### config.mk
export PLATFORM = sky130hd
export DESIGN_NAME = vt_ptr_gen
export DESIGN_NICKNAME = d
export VERILOG_FILES = /design/src/rtl/vtpg_pkg.sv /design/src/rtl/vtpg_req_track.sv /design/src/rtl/vtpg_ptr_calc.sv /design/src/rtl/vtpg_byte_mux.sv /design/src/rtl/vt_ptr_gen.sv
export SDC_FILE = /design/constraint.sdc
export NUM_CORES = 1
export LEC_CHECK = 0
export ABC_AREA = 1
export BUFFER_PORTS_ARGS = -buffer_cell sky130_fd_sc_hd__buf_4
export CAP_MARGIN = 15
export CORE_AREA = 3 3 92 94
export CTS_BUF_LIST = sky130_fd_sc_hd__clkbuf_8
export CTS_CLUSTER_SIZE = 40
export DETAILED_ROUTE_END_ITERATION = 6
export DIE_AREA = 0 0 95 97
export PLACE_DENSITY = 0.65
export SLEW_MARGIN = 25
export SYNTH_ARGS = -nofsm -noshare
export SYNTH_HDL_FRONTEND = slang
export SYNTH_HIERARCHICAL = 1
export SYNTH_SLANG_ARGS = --single-unit
### constraint.sdc
create_clock -name clk -period 2.32 [get_ports clk]
set_input_delay 0.116 -clock clk [delete_from_list [all_inputs] [get_ports clk]]
set_output_delay 0.116 -clock clk [all_outputs]
set_load 0.05 [all_outputs]
### src/rtl/vtpg_pkg.sv
package vtpg_pkg;
  typedef enum logic [2:0] {
    SL_V1 = 3'd0,
    SL_V2 = 3'd1,
    SL_V3 = 3'd2,
    SL_PJ = 3'd3,
    SL_V4 = 3'd4
  } slot_e;

  typedef enum logic [1:0] {
    ACT_NONE = 2'd0,
    ACT_INC  = 2'd1,
    ACT_DEC  = 2'd2,
    ACT_NDF  = 2'd3
  } act_e;

  localparam logic [3:0] NDF_OFF = 4'b0110;
  localparam logic [3:0] NDF_ON  = 4'b1001;
endpackage

### src/rtl/vtpg_req_track.sv
module vtpg_req_track #(
  parameter int PTR_W   = 10,
  parameter int PTR_MAX = 139,
  parameter int GAP_SF  = 4
) (
  input  logic             clk,
  input  logic             rst,
  input  logic             inc_req,
  input  logic             dec_req,
  input  logic             load_req,
  input  logic [PTR_W-1:0] load_ptr,
  input  logic             sf_start,
  input  logic             take_inc,
  input  logic             take_dec,
  input  logic             take_load,
  output logic             inc_pend,
  output logic             dec_pend,
  output logic             load_pend,
  output logic [PTR_W-1:0] load_val,
  output logic             gap_open
);
  localparam int GAP_W = $clog2(GAP_SF + 1);
  localparam logic [GAP_W-1:0] GAP_FULL = GAP_W'(GAP_SF);

  logic [GAP_W-1:0] gap_cnt;
  logic             load_ok;

  assign load_ok  = load_req && (load_ptr <= PTR_W'(PTR_MAX));
  assign gap_open = (gap_cnt >= GAP_FULL);

  always_ff @(posedge clk) begin
    if (rst) begin
      inc_pend  <= 1'b0;
      dec_pend  <= 1'b0;
      load_pend <= 1'b0;
      load_val  <= '0;
    end else begin
      inc_pend  <= (inc_pend & ~take_inc) | inc_req;
      dec_pend  <= (dec_pend & ~take_dec) | dec_req;
      load_pend <= (load_pend & ~take_load) | load_ok;
      if (load_ok) load_val <= load_ptr;
    end
  end

  // spacing window counted in superframes since the last action
  always_ff @(posedge clk) begin
    if (rst) begin
      gap_cnt <= GAP_FULL;
    end else if (sf_start) begin
      if (take_inc || take_dec || take_load) gap_cnt <= GAP_W'(1);
      else if (gap_cnt < GAP_FULL)           gap_cnt <= gap_cnt + GAP_W'(1);
    end
  end
endmodule

### src/rtl/vtpg_ptr_calc.sv
module vtpg_ptr_calc
  import vtpg_pkg::*;
#(
  parameter int          PTR_W   = 10,
  parameter int          PTR_MAX = 139,
  parameter logic [1:0]  SS_CODE = 2'b10,
  localparam int         WORD_W  = PTR_W + 6
) (
  input  logic              clk,
  input  logic              rst,
  input  logic              sf_start,
  input  logic              ais,
  input  logic              load_pend,
  input  logic [PTR_W-1:0]  load_val,
  input  logic              inc_pend,
  input  logic              dec_pend,
  input  logic              gap_open,
  output logic              take_load,
  output logic              take_inc,
  output logic              take_dec,
  output act_e              act_q,
  output logic [WORD_W-1:0] word_n,
  output logic [WORD_W-1:0] word_q,
  output logic [PTR_W-1:0]  cur_ptr
);
  function automatic logic [PTR_W-1:0] bit_mask(input bit inc_side);
    logic [PTR_W-1:0] m;
    for (int b = 0; b < PTR_W; b++) m[b] = ((((PTR_W - 1 - b) % 2) == 0) == inc_side);
    return m;
  endfunction

  localparam logic [PTR_W-1:0] I_MASK = bit_mask(1'b1);
  localparam logic [PTR_W-1:0] D_MASK = bit_mask(1'b0);
  localparam logic [PTR_W-1:0] TOP    = PTR_W'(PTR_MAX);

  act_e             act_n;
  logic [PTR_W-1:0] ptr_n;
  logic [PTR_W-1:0] tx_ptr;
  logic [3:0]       ndf_n;

  always_comb begin
    act_n     = ACT_NONE;
    ptr_n     = cur_ptr;
    tx_ptr    = cur_ptr;
    ndf_n     = NDF_OFF;
    take_load = 1'b0;
    take_inc  = 1'b0;
    take_dec  = 1'b0;
    if (sf_start && !ais) begin
      if (load_pend) begin
        take_load = 1'b1;
        act_n     = ACT_NDF;
        ptr_n     = load_val;
        tx_ptr    = load_val;
        ndf_n     = NDF_ON;
      end else if (gap_open && inc_pend) begin
        take_inc = 1'b1;
        if (cur_ptr == TOP) begin
          act_n  = ACT_NDF;
          ptr_n  = '0;
          tx_ptr = '0;
          ndf_n  = NDF_ON;
        end else begin
          act_n  = ACT_INC;
          ptr_n  = cur_ptr + PTR_W'(1);
          tx_ptr = cur_ptr ^ I_MASK;
        end
      end else if (gap_open && dec_pend) begin
        take_dec = 1'b1;
        if (cur_ptr == '0) begin
          act_n  = ACT_NDF;
          ptr_n  = TOP;
          tx_ptr = TOP;
          ndf_n  = NDF_ON;
        end else begin
          act_n  = ACT_DEC;
          ptr_n  = cur_ptr - PTR_W'(1);
          tx_ptr = cur_ptr ^ D_MASK;
        end
      end
    end
    word_n = {ndf_n, SS_CODE, tx_ptr};
  end

  always_ff @(posedge clk) begin
    if (rst) begin
      cur_ptr <= '0;
      act_q   <= ACT_NONE;
      word_q  <= {NDF_OFF, SS_CODE, {PTR_W{1'b0}}};
    end else if (sf_start) begin
      cur_ptr <= ptr_n;
      act_q   <= act_n;
      word_q  <= word_n;
    end
  end
endmodule

### src/rtl/vtpg_byte_mux.sv
module vtpg_byte_mux
  import vtpg_pkg::*;
#(
  parameter int BYTE_W = 8,
  parameter int WORD_W = 16
) (
  input  logic              clk,
  input  logic              rst,
  input  logic              slot_stb,
  input  slot_e             kind,
  input  logic              ais,
  input  act_e              act,
  input  logic [WORD_W-1:0] word_n,
  input  logic [WORD_W-1:0] word_q,
  input  logic [BYTE_W-1:0] stuff_dflt,
  input  logic [BYTE_W-1:0] oh_dflt,
  output logic              vb_vld,
  output logic [BYTE_W-1:0] vb_byte,
  output logic              vb_payload,
  output logic              ais_all
);
  logic [BYTE_W-1:0] byte_c;
  logic              pay_c;

  always_comb begin
    byte_c = '0;
    pay_c  = 1'b0;
    if (ais) begin
      byte_c = '1;
    end else begin
      case (kind)
        SL_V1:   byte_c = word_n[WORD_W-1 -: BYTE_W];
        SL_V2:   byte_c = word_q[BYTE_W-1:0];
        SL_V3: begin
          pay_c  = (act == ACT_DEC);
          byte_c = pay_c ? '0 : stuff_dflt;
        end
        SL_PJ: begin
          pay_c  = (act != ACT_INC);
          byte_c = pay_c ? '0 : stuff_dflt;
        end
        SL_V4:   byte_c = oh_dflt;
        default: byte_c = '0;
      endcase
    end
  end

  always_ff @(posedge clk) begin
    if (rst) begin
      vb_vld     <= 1'b0;
      vb_byte    <= '0;
      vb_payload <= 1'b0;
      ais_all    <= 1'b0;
    end else begin
      vb_vld     <= slot_stb;
      ais_all    <= ais;
      if (slot_stb) begin
        vb_byte    <= byte_c;
        vb_payload <= pay_c;
      end
    end
  end
endmodule

### src/rtl/vt_ptr_gen.sv
module vt_ptr_gen
  import vtpg_pkg::*;
#(
  parameter int PTR_W   = 10,
  parameter int PTR_MAX = 139,
  parameter int GAP_SF  = 4,
  parameter int BYTE_W  = 8
) (
  input  logic              clk,
  input  logic              rst,
  input  logic              slot_stb,
  input  logic [2:0]        slot_kind,
  input  logic              inc_req,
  input  logic              dec_req,
  input  logic              load_req,
  input  logic [PTR_W-1:0]  load_ptr,
  input  logic              ais_req,
  input  logic [BYTE_W-1:0] stuff_dflt,
  input  logic [BYTE_W-1:0] oh_dflt,
  output logic              vb_vld,
  output logic [BYTE_W-1:0] vb_byte,
  output logic              vb_payload,
  output logic              ais_all
);
  localparam int WORD_W = PTR_W + 6;

  slot_e             kind;
  logic              sf_start;
  logic              take_inc, take_dec, take_load;
  logic              inc_pend, dec_pend, load_pend, gap_open;
  logic [PTR_W-1:0]  load_val;
  logic [PTR_W-1:0]  cur_ptr;
  act_e              act_q;
  logic [WORD_W-1:0] word_n, word_q;

  assign kind     = slot_e'(slot_kind);
  assign sf_start = slot_stb && (kind == SL_V1);

  vtpg_req_track #(.PTR_W(PTR_W), .PTR_MAX(PTR_MAX), .GAP_SF(GAP_SF)) u_track (
    .clk(clk), .rst(rst),
    .inc_req(inc_req), .dec_req(dec_req), .load_req(load_req), .load_ptr(load_ptr),
    .sf_start(sf_start),
    .take_inc(take_inc), .take_dec(take_dec), .take_load(take_load),
    .inc_pend(inc_pend), .dec_pend(dec_pend), .load_pend(load_pend),
    .load_val(load_val), .gap_open(gap_open)
  );

  vtpg_ptr_calc #(.PTR_W(PTR_W), .PTR_MAX(PTR_MAX)) u_calc (
    .clk(clk), .rst(rst), .sf_start(sf_start), .ais(ais_req),
    .load_pend(load_pend), .load_val(load_val),
    .inc_pend(inc_pend), .dec_pend(dec_pend), .gap_open(gap_open),
    .take_load(take_load), .take_inc(take_inc), .take_dec(take_dec),
    .act_q(act_q), .word_n(word_n), .word_q(word_q), .cur_ptr(cur_ptr)
  );

  vtpg_byte_mux #(.BYTE_W(BYTE_W), .WORD_W(WORD_W)) u_mux (
    .clk(clk), .rst(rst), .slot_stb(slot_stb), .kind(kind), .ais(ais_req),
    .act(act_q), .word_n(word_n), .word_q(word_q),
    .stuff_dflt(stuff_dflt), .oh_dflt(oh_dflt),
    .vb_vld(vb_vld), .vb_byte(vb_byte), .vb_payload(vb_payload), .ais_all(ais_all)
  );
endmodule

== After elaboration in Yosys (flattened, before gate mapping) ==
Cells that the tools add are included.

* Flip-flop bits (word level): 47
* Logic and storage cells: 90
* Input bits: 36

* Mux-type cells: 40
* Equality and inequality tests: 7
* Magnitude comparators: 3
* Bitwise gates (word level): 11
* Reduce and logical (&&, ||, !) cells: 14
* $add $sub $neg: 3

{| class="wikitable"
|+ Operator list
! kind !! number
|-
| $mux W10 || 11
|-
| $pmux W8 S5 || 1
|-
| $mux W4 || 6
|-
| $mux W8 || 3
|-
| $mux W1 || 11
|-
| $add A10 B1 Y10 const B || 1
|-
| $eq A10 B8 Y1 const B || 1
|-
| $le A10 B8 Y1 const B || 1
|-
| $logic_not A10 Y1 || 1
|-
| $mux W2 || 5
|-
| $not A5 Y5 || 2
|-
| $sub A10 B1 Y10 const B || 1
|-
| $eq A3 B2 Y1 const B || 2
|-
| $mux W3 || 2
|-
| $logic_and A1 B1 Y1 || 5
|-
| $add A3 B1 Y3 const B || 1
|-
| $and A1 B1 Y1 || 3
|-
| $eq A3 B1 Y1 const B || 1
|-
| $eq A3 B3 Y1 const B || 1
|-
| $ge A3 B3 Y1 const B || 1
|-
| $logic_not A3 Y1 || 1
|-
| $lt A3 B3 Y1 const B || 1
|-
| $not A1 Y1 || 3
|-
| $or A1 B1 Y1 || 3
|-
| 9 further kinds || 10
|}

== Depth between registers and ports, before layout ==
Gate-level depths: netlist (run 1).

* Depth after elaboration: 10
* Gate-level depth with buffers: 18
* Depth with buffers taken out: 17

== By module ==
Netlist (run 1), hierarchy kept.

{| class="wikitable"
|+ By module, submodules not included
! module !! area an instance (um^2) !! times used !! seq. area each (um^2) !! cells an instance
|-
| vtpg_ptr_calc || 2045.7 || 1 || 480.5 || 339
|-
| vtpg_byte_mux || 778.2 || 1 || 220.2 || 132
|-
| vtpg_req_track || 711.9 || 1 || 320.3 || 97
|-
| vt_ptr_gen || 22.5 || 1 || 0.0 || 6
|}

== Worst setup path after synthesis (run 1) ==
OpenSTA, ideal clock, no wires.

* Path kind: register to register
* Start: register u_calc.cur_ptr[0]
* End: register u_mux.vb_byte[7]
* Cell stages (with the launch flop): 17
* Setup time: 0.109 ns
* Arrival time: 1.742 ns
* Path buffers: 2
* Setup slack: 0.469 ns
* Path through: dfxtp_1 buf_2 inv_2 ha_1 inv_1 nor3_2 nand3_4 nor2_1 o21ai_2 inv_1 buf_4 nand3_1 nand2_1 nor2_1 nand3_1 nand2_1 inv_1

* Word-level cells in the longest chain between the ends: 8
* Elaborated cells between the ends (all ways): 10
* Those cells by class: 1 x eq/ne; 8 x mux; 1 x reduce/logical

{| class="wikitable"
|+ Ends and longest elaborated chain
! item !! line !! text
|-
| start, declared || vtpg_ptr_calc.sv:24 || <nowiki>output logic [PTR_W-1:0] cur_ptr</nowiki>
|-
| start signal, assigned || vtpg_ptr_calc.sv:91 || <nowiki>cur_ptr <= ptr_n;</nowiki>
|-
| $logic_not A10 Y1 || vtpg_ptr_calc.sv:70 || <nowiki>if (cur_ptr == '0) begin</nowiki>
|-
| $mux W4 || vtpg_ptr_calc.sv:70 ||
|-
| $mux W4 || vtpg_ptr_calc.sv:68 || <nowiki>end else if (gap_open && dec_pend) begin</nowiki>
|-
| $mux W4 * || vtpg_ptr_calc.sv:56 || <nowiki>end else if (gap_open && inc_pend) begin</nowiki>
|-
| $mux W4 * || vtpg_ptr_calc.sv:50 || <nowiki>if (load_pend) begin</nowiki>
|-
| $mux W4 * || vtpg_ptr_calc.sv:49 || <nowiki>if (sf_start && !ais) begin</nowiki>
|-
| via word_n[15] || vt_ptr_gen.sv:34 || <nowiki>logic [WORD_W-1:0] word_n, word_q;</nowiki>
|-
| $pmux W8 S5 * || vtpg_byte_mux.sv:31 || <nowiki>case (kind)</nowiki>
|-
| $mux W8 * || vtpg_byte_mux.sv:28 || <nowiki>if (ais) begin</nowiki>
|-
| end signal, assigned || vtpg_byte_mux.sv:58 || <nowiki>vb_byte <= byte_c;</nowiki>
|-
| end, declared || vtpg_byte_mux.sv:18 || <nowiki>output logic [BYTE_W-1:0] vb_byte,</nowiki>
|}

Mark *: on every way through the listed nets, which the timed path passes. The rest lies on a longest branch.
A chain may end at the register's enable or synchronous reset.

== Worst setup path in the final report (run 1) ==
* Start: register u_calc.cur_ptr[0]
* End: register u_mux.vb_byte[0]

* Word-level cells in the longest chain between the ends: 8
* Elaborated cells between the ends (all ways): 10
* Those cells by class: 1 x eq/ne; 8 x mux; 1 x reduce/logical

{| class="wikitable"
|+ Ends and longest elaborated chain
! item !! line
|-
| $logic_not A10 Y1 || vtpg_ptr_calc.sv:70
|-
| $mux W10 || vtpg_ptr_calc.sv:70
|-
| $mux W10 || vtpg_ptr_calc.sv:68
|-
| $mux W10 * || vtpg_ptr_calc.sv:56
|-
| $mux W10 * || vtpg_ptr_calc.sv:50
|-
| $mux W10 * || vtpg_ptr_calc.sv:49
|-
| via word_n[8] || vt_ptr_gen.sv:34
|-
| $pmux W8 S5 * || vtpg_byte_mux.sv:31
|-
| $mux W8 * || vtpg_byte_mux.sv:28
|}

Marks and branches as above.

==> metrics.txt, run 1 <==
Netlist Area Pre-Place=between 3000 and 4000 µm²; effective utilization at floorplan=0.439; maximum fanout along the worst path=10; cells traversed along the worst timing path=inv_2 -> ha_1 -> inv_1 -> nor3_2 -> nand3_4 -> nor2_1 -> inv_1 -> nand2_1 -> nand2_1 -> nand2_1 -> inv_1 -> inv_1 -> nor2_1 -> nor2_1 -> nand3_1 -> nand2_1 -> inv_1; buffering stage count on the worst path with inverters included=6; Iteration-0 DRC Markers=between 200 and 250; Placeable Area=7730 µm²; clock buffers created by TritonCTS=5; warning count from the yosys run=6; leakage power total=2.05 nW; die width=around 95 µm; fin crit period=1.96 ns; worst-case register-to-register setup slack=0.36 ns; Clock transition at path regs=0.11 ns; power density over the cells=516 nW/µm²; max_slew headroom=0.613; worst endpoint required time=2.54 ns; buffer cell driving the clock tree root=sky130_fd_sc_hd__clkbuf_8; diode insertion count for antenna repair=0; CTS tree=built; worst slack at placement=0.303 ns; deepest level of the CTS H-tree=2; final setup vio count=0; run status=complete, no violations; Final Skew=0.0128 ns; drt wl/cell=13.7 µm; largest incremental delay on the critical path=0.40 ns; remaining global-route overflow=0; routed via count divided by cell count=5.13; kind of capture point of the worst setup path=flop; final layout net count=~630; hpwl dp=7.13 mm; worst min-delay path class=in2reg; count of input and output buffers=46; number of sinks handled by clock tree synthesis=between 40 and 50; maximum VDD drop=0.289 mV; Power, Total=approximately 0.0020 W; dominant cell type by count on the critical path=sky130_fd_sc_hd__inv_1; Vias=3,548; RSZ-0062 raised after global routing=false; DR pass1 iterations=5; global-route wire length before repair=16.1 mm; total routing resource utilization after global routing=0.215; pin count of the biggest net entering global routing=28; Critical Path Source Type=flop; CTS Buffer Depth=2; Placement Rows=32; setup tns final=0 ns; critical path class=reg2reg; top-level I/O count=47; hold buffer count at cts=0; via count of the first global-routing pass=3,421; minimum hold slack=0.0153 ns; final period utilization=0.846; number of pins exceeding their max-slew limit in the final report=0; Hold Violations, Final=0; Synth-to-Final Area Change=13.9%; slew at the pin closest to its max-slew limit=0.580 ns; Detail Route Antenna Nets=0; maximum operating frequency=~0.51 GHz; cell family contributing the most delay on the critical path=simple AND/OR/NAND/NOR gates; WP data arrival=2.18 ns; Clk Latency, worst-skew pair=0.31 ns; overall die area=9220 µm²; Routed WL=9.49 mm; Final Wtd Congestion=about 0.94; height of the chip=97 µm; DRC violation count after routing=0; CP max-delay cell=sky130_fd_sc_hd__dfxtp_2; antenna violations before repair=0; Max-cap violations=0; Final Worst Setup Slack=0.357 ns; per-instance average area after synthesis=6.13 µm²; Post-Synthesis Cells=554; Post-Synthesis Net Count=595; fraction of layout cells with a size suffix above 1=0.173
## path summary, 6_finish.rpt
kind / endpoint / depth (start not counted) / start
max reg2reg: u_mux/vb_byte[0] / 17 / u_calc/cur_ptr[0]
min: u_track/dec_pend / 3 / dec_req
max: u_mux/vb_byte[0] / 17 / u_calc/cur_ptr[0]
min reg2reg: u_track/load_val[9] / 2 / u_track/load_val[9]
## metal layers
metal	up-vias	wire [µm]	part of all wire	track usage
li1	1809	-	-	-
met2	108	4380	0.46	0.344
met3	22	479	0.050	0.0327
met1	1609	4400	0.46	0.292
met5	-	0	0	0
met4	0	223	0.023	0.0721
## through the flow
| stage | instance area [µm²] | instances | utilization |
|---|---|---|---|
| finish | 3870 | 691 | 0.501 |
| global route | 3870 | 691 | 0.501 |
| CTS | 3870 | 691 | 0.500 |
| detailed placement | 3730 | 683 | 0.482 |
| global placement | 3730 | 683 | 0.482 |
| floorplan | 3400 | 554 | - |
## power breakdown
group | leakage [nW] | total [W] | switching [W] | internal, W
Sequential | 0.384 | 0.000858 | 0.0000225 | 0.000836
Combinational | 1.59 | 0.000380 | 0.000245 | 0.000135
Clock | 0.0703 | 0.000758 | 0.000320 | 0.000438
Total | 2.05 | 0.00200 | 0.000588 | 0.00141
## state kept, by name (all words and copies together) (netlist names), 2 cells and up
signal and cells:
u_track/load_val 10, u_track/gap_cnt 3, u_calc/act_q 2, u_calc/cur_ptr 10, u_mux/vb_byte 8, u_calc/word_q 8
## area by class of cell
class | count | area (µm²)
sequential | 47 | 942
multi-input combinational | 400 | 1950
timing repair buffer | 53 | 398
clock buffer | 5 | 68.8
clock inverter | 3 | 71.3
tap | 102 | 128
fill | 811 | 3860
inverter | 81 | 310
## what timing repair did
item                                    in CTS  in global routing
endpoints found under the setup margin       0                  1
resized for setup                            0                  1
setup buffers                                0                  0
## tightest hold or removal path, delay by kind of cell
kind | cells | cell delay [ns]
simple gates | 1 | 0.07
compound gates | 1 | 0.03
buf+inv | 1 | 0.07
## layout by cell type, fill, tap and decap left out, types with 2 or more instances in the layout
cell                        instances
sky130_fd_sc_hd__a21oi_1           40
sky130_fd_sc_hd__a31oi_1            3
sky130_fd_sc_hd__buf_4             53
sky130_fd_sc_hd__bufinv_16          2
sky130_fd_sc_hd__clkbuf_8           5
sky130_fd_sc_hd__clkinv_1           2
sky130_fd_sc_hd__conb_1             2
sky130_fd_sc_hd__dfxtp_1           46
sky130_fd_sc_hd__ha_1               5
sky130_fd_sc_hd__inv_1             64
sky130_fd_sc_hd__inv_2             12
sky130_fd_sc_hd__inv_4              2
sky130_fd_sc_hd__nand2_1          119
sky130_fd_sc_hd__nand2_2            5
sky130_fd_sc_hd__nand3_1           64
sky130_fd_sc_hd__nand3_2            2
sky130_fd_sc_hd__nand4_1            6
sky130_fd_sc_hd__nor2_1            90
sky130_fd_sc_hd__nor2_2             4
sky130_fd_sc_hd__nor2_4             5
sky130_fd_sc_hd__nor3_1             2
sky130_fd_sc_hd__nor3_2             2
sky130_fd_sc_hd__o21ai_0           17
sky130_fd_sc_hd__o21ai_1           16
sky130_fd_sc_hd__xnor2_1            2
sky130_fd_sc_hd__xor2_1             6
Power figures use the tool's default switching activity.
==> run 2, diff against run 1 <==
--- a/config.mk
+++ b/config.mk
@@ -13,7 +13,7 @@
 export CTS_CLUSTER_SIZE = 40
 export DETAILED_ROUTE_END_ITERATION = 6
 export DIE_AREA = 0 0 95 97
-export PLACE_DENSITY = 0.65
+export PLACE_DENSITY = 0.68
 export SLEW_MARGIN = 25
 export SYNTH_ARGS = -nofsm -noshare
 export SYNTH_HDL_FRONTEND = slang
==> constraint.sdc (replaced) <==
create_clock -name clk -period 1.6 [get_ports clk]
set_input_delay 0.08 -clock clk [delete_from_list [all_inputs] [get_ports clk]]
set_output_delay 0.08 -clock clk [all_outputs]
set_load 0.05 [all_outputs]
==> metrics.txt, run 2 (synthesis gave the netlist of run 1 again) <==
failing checks=negative setup slack; count of input and output buffers=46 (unchanged); Final Worst Setup Slack=-0.00862 ns (-0.366 ns); maximum VDD drop=0.490 mV (+69%); commonest cells after routing, fill and taps aside=sky130_fd_sc_hd__nand2_1, sky130_fd_sc_hd__buf_4, sky130_fd_sc_hd__nor2_1, sky130_fd_sc_hd__inv_1, sky130_fd_sc_hd__nand3_1; Synth-to-Final Area Change=31.4%; launch instance of the worst min-delay path=ais_req; Clock transition at path regs=0.10 ns (about the same); routed via count divided by cell count=5.07 (-1.4%); Layout Cell Area excl Fill=4460 µm² (+15%); RSZ-0062 raised after global routing=true; antenna violations before repair=0 (unchanged); maximum fanout along the worst path=3 (-7); setup tns final=-0.00862 ns (-0.00862 ns); deepest level of the CTS H-tree=2 (unchanged); number of cells traversed by the worst register-to-register path=17 (unchanged); CTS tree=built; Critical Path Source Type=flop; number of placed cells counting well taps=722 (+5.7%); die width=95 µm (unchanged); diode insertion count for antenna repair=0 (unchanged); largest registers=u_calc/cur_ptr (10), u_track/load_val (10); Placeable Area=7730 µm² (unchanged); number of sinks handled by clock tree synthesis=47 (unchanged); pin count of the biggest net entering global routing=28 (unchanged); minimum hold slack=0.0328 ns (+0.0175 ns); worst endpoint required time=1.83 ns (-0.71 ns); utilization of the core after routing=0.578 (+0.0769); Vias=3,733 (+5.2%); area post-placement=4070 µm² (+9.2%); final period utilization=1.01 (+0.159); WP data arrival=1.83 ns (-0.35 ns); number of pins exceeding their max-slew limit in the final report=0 (unchanged); via count of the first global-routing pass=3,563 (+4.2%); maximum operating frequency=0.622 GHz (+22%); CTS Buffer Depth=2 (unchanged); Iteration-0 DRC Markers=281 (+31%); fin crit period=1.61 ns (-0.354 ns); total routing resource utilization after global routing=0.222 (+0.00692); critical path class=reg2reg; DR pass1 iterations=4 (-1); hold-critical path endpoint=u_mux/ais_all; power density over the cells=675 nW/µm² (+31%); buffer cell driving the clock tree root=sky130_fd_sc_hd__clkbuf_8; worst-case register-to-register setup slack=-0.009 ns (-0.37 ns); Detail Route Antenna Nets=0 (unchanged); Final Skew=0.0111 ns (-0.00165 ns); final layout net count=675 (+7.3%); Placement Rows=32 (unchanged); leakage power total=2.32 nW (+13%); fraction of layout cells with a size suffix above 1=0.291 (+0.118); overall die area=9220 µm² (unchanged); remaining global-route overflow=0 (unchanged); effective utilization at floorplan=0.439 (unchanged); launch instance of the worst register-to-register path=u_calc/cur_ptr[1]; Routed WL=10.0 mm (+5.5%); drt wl/cell=13.6 µm (-1.1%); Clk Latency, worst-skew pair=0.31 ns (about the same); clock buffers created by TritonCTS=5 (unchanged); global-route wire length before repair=16.6 mm (+3.3%); hpwl dp=7.61 mm (+6.7%); non-filler instance count after layout=737 (+6.7%); final setup vio count=1 (+1); worst min-delay path class=in2reg; top-level I/O count=47 (unchanged); leading cell type in the layout, fill and taps excluded=sky130_fd_sc_hd__nand2_1; kind of capture point of the worst setup path=flop; DRC violation count after routing=0 (unchanged); cell depth of the worst hold path=3 (unchanged); Final Wtd Congestion=0.917 (-2.7%); Hold Violations, Final=0 (unchanged); height of the chip=97 µm (unchanged); Max-cap violations=0 (unchanged); run status=complete, but fails checks; Reg-to-Reg End=u_mux/vb_byte[0]
run 2: layout make-up:
class,count,area [µm²]
Multi-Input combinational cell,400,2140
Fill cell,760,3260
Clock buffer,5,68.8
Sequential cell,47,958
Timing Repair Buffer,99,772
Clock inverter,3,71.3
Tap cell,102,128
Inverter,81,327
run 2: power by group:
group	switching, W	internal, W	total (W)
clock network	0.000468	0.000635	0.00110
registers	0.0000325	0.00121	0.00124
logic	0.000398	0.000268	0.000667
run 2: per-stage QoR:
step	setup slack [ns]	total power [W]
detailed placement	-0.0831	0.00188
CTS	-0.0330	0.00299
global route	-0.115	0.00315
floorplan	-0.0976	0.00165
finish	-0.00862	0.00301
global placement	-0.0432	0.00187
run 2: how the worst max path moves through the flow:
stage / depth (start not counted) / endpoint / slack, ns / start
2_1_floorplan: 18 / u_mux/vb_byte[0] / -0.1 / u_calc/cur_ptr[0]
3_3_place_gp: 13 / u_mux/vb_byte[7] / -0.04 / u_calc/cur_ptr[0]
3_5_place_dp: 13 / u_mux/vb_byte[7] / -0.08 / u_calc/cur_ptr[0]
4_1_cts: 13 / u_mux/vb_byte[7] / -0.03 / u_calc/cur_ptr[0]
5_1_grt: 13 / u_mux/vb_byte[7] / -0.11 / u_calc/cur_ptr[0]
6_report: 17 / u_mux/vb_byte[0] / -0.009 / u_calc/cur_ptr[1]
run 2: critical path: stages, from the launching register on:
cell                      delay, ns
sky130_fd_sc_hd__dfxtp_4       0.38
sky130_fd_sc_hd__inv_4         0.06
sky130_fd_sc_hd__ha_4          0.12
sky130_fd_sc_hd__inv_2         0.03
sky130_fd_sc_hd__nor3_4        0.13
sky130_fd_sc_hd__nand3_4       0.11
sky130_fd_sc_hd__nor2_4        0.12
sky130_fd_sc_hd__inv_1         0.05
sky130_fd_sc_hd__nand2_1       0.06
sky130_fd_sc_hd__nand2_1       0.05
sky130_fd_sc_hd__nand2_1       0.05
sky130_fd_sc_hd__inv_1         0.03
sky130_fd_sc_hd__inv_1         0.04
sky130_fd_sc_hd__nor2_1        0.03
sky130_fd_sc_hd__nor2_1        0.09
sky130_fd_sc_hd__nand3_1       0.07
sky130_fd_sc_hd__nand2_1       0.07
sky130_fd_sc_hd__inv_1         0.03
run 2: repair_timing:
| item | 4_1_cts | 5_1_grt |
|---|---|---|
| buffers inserted | 1 | 5 |
| gates resized for setup | 11 | 44 |
| pin swaps | 11 | 17 |
| hold endpoints to repair | 2 | 0 |
| cloned | 0 | 0 |
| hold buffers | 2 | 0 |
| endpoints found under the setup margin | 13 | 26 |
run 2: layer usage:
layer	share of wire	vias up	GRT usage	wire (µm)
li1	-	1898	-	-
met1	0.46	1704	0.298	4610
met2	0.48	113	0.367	4830
met3	0.038	18	0.0280	383
met4	0.019	0	0.0677	190
met5	0	-	0	0
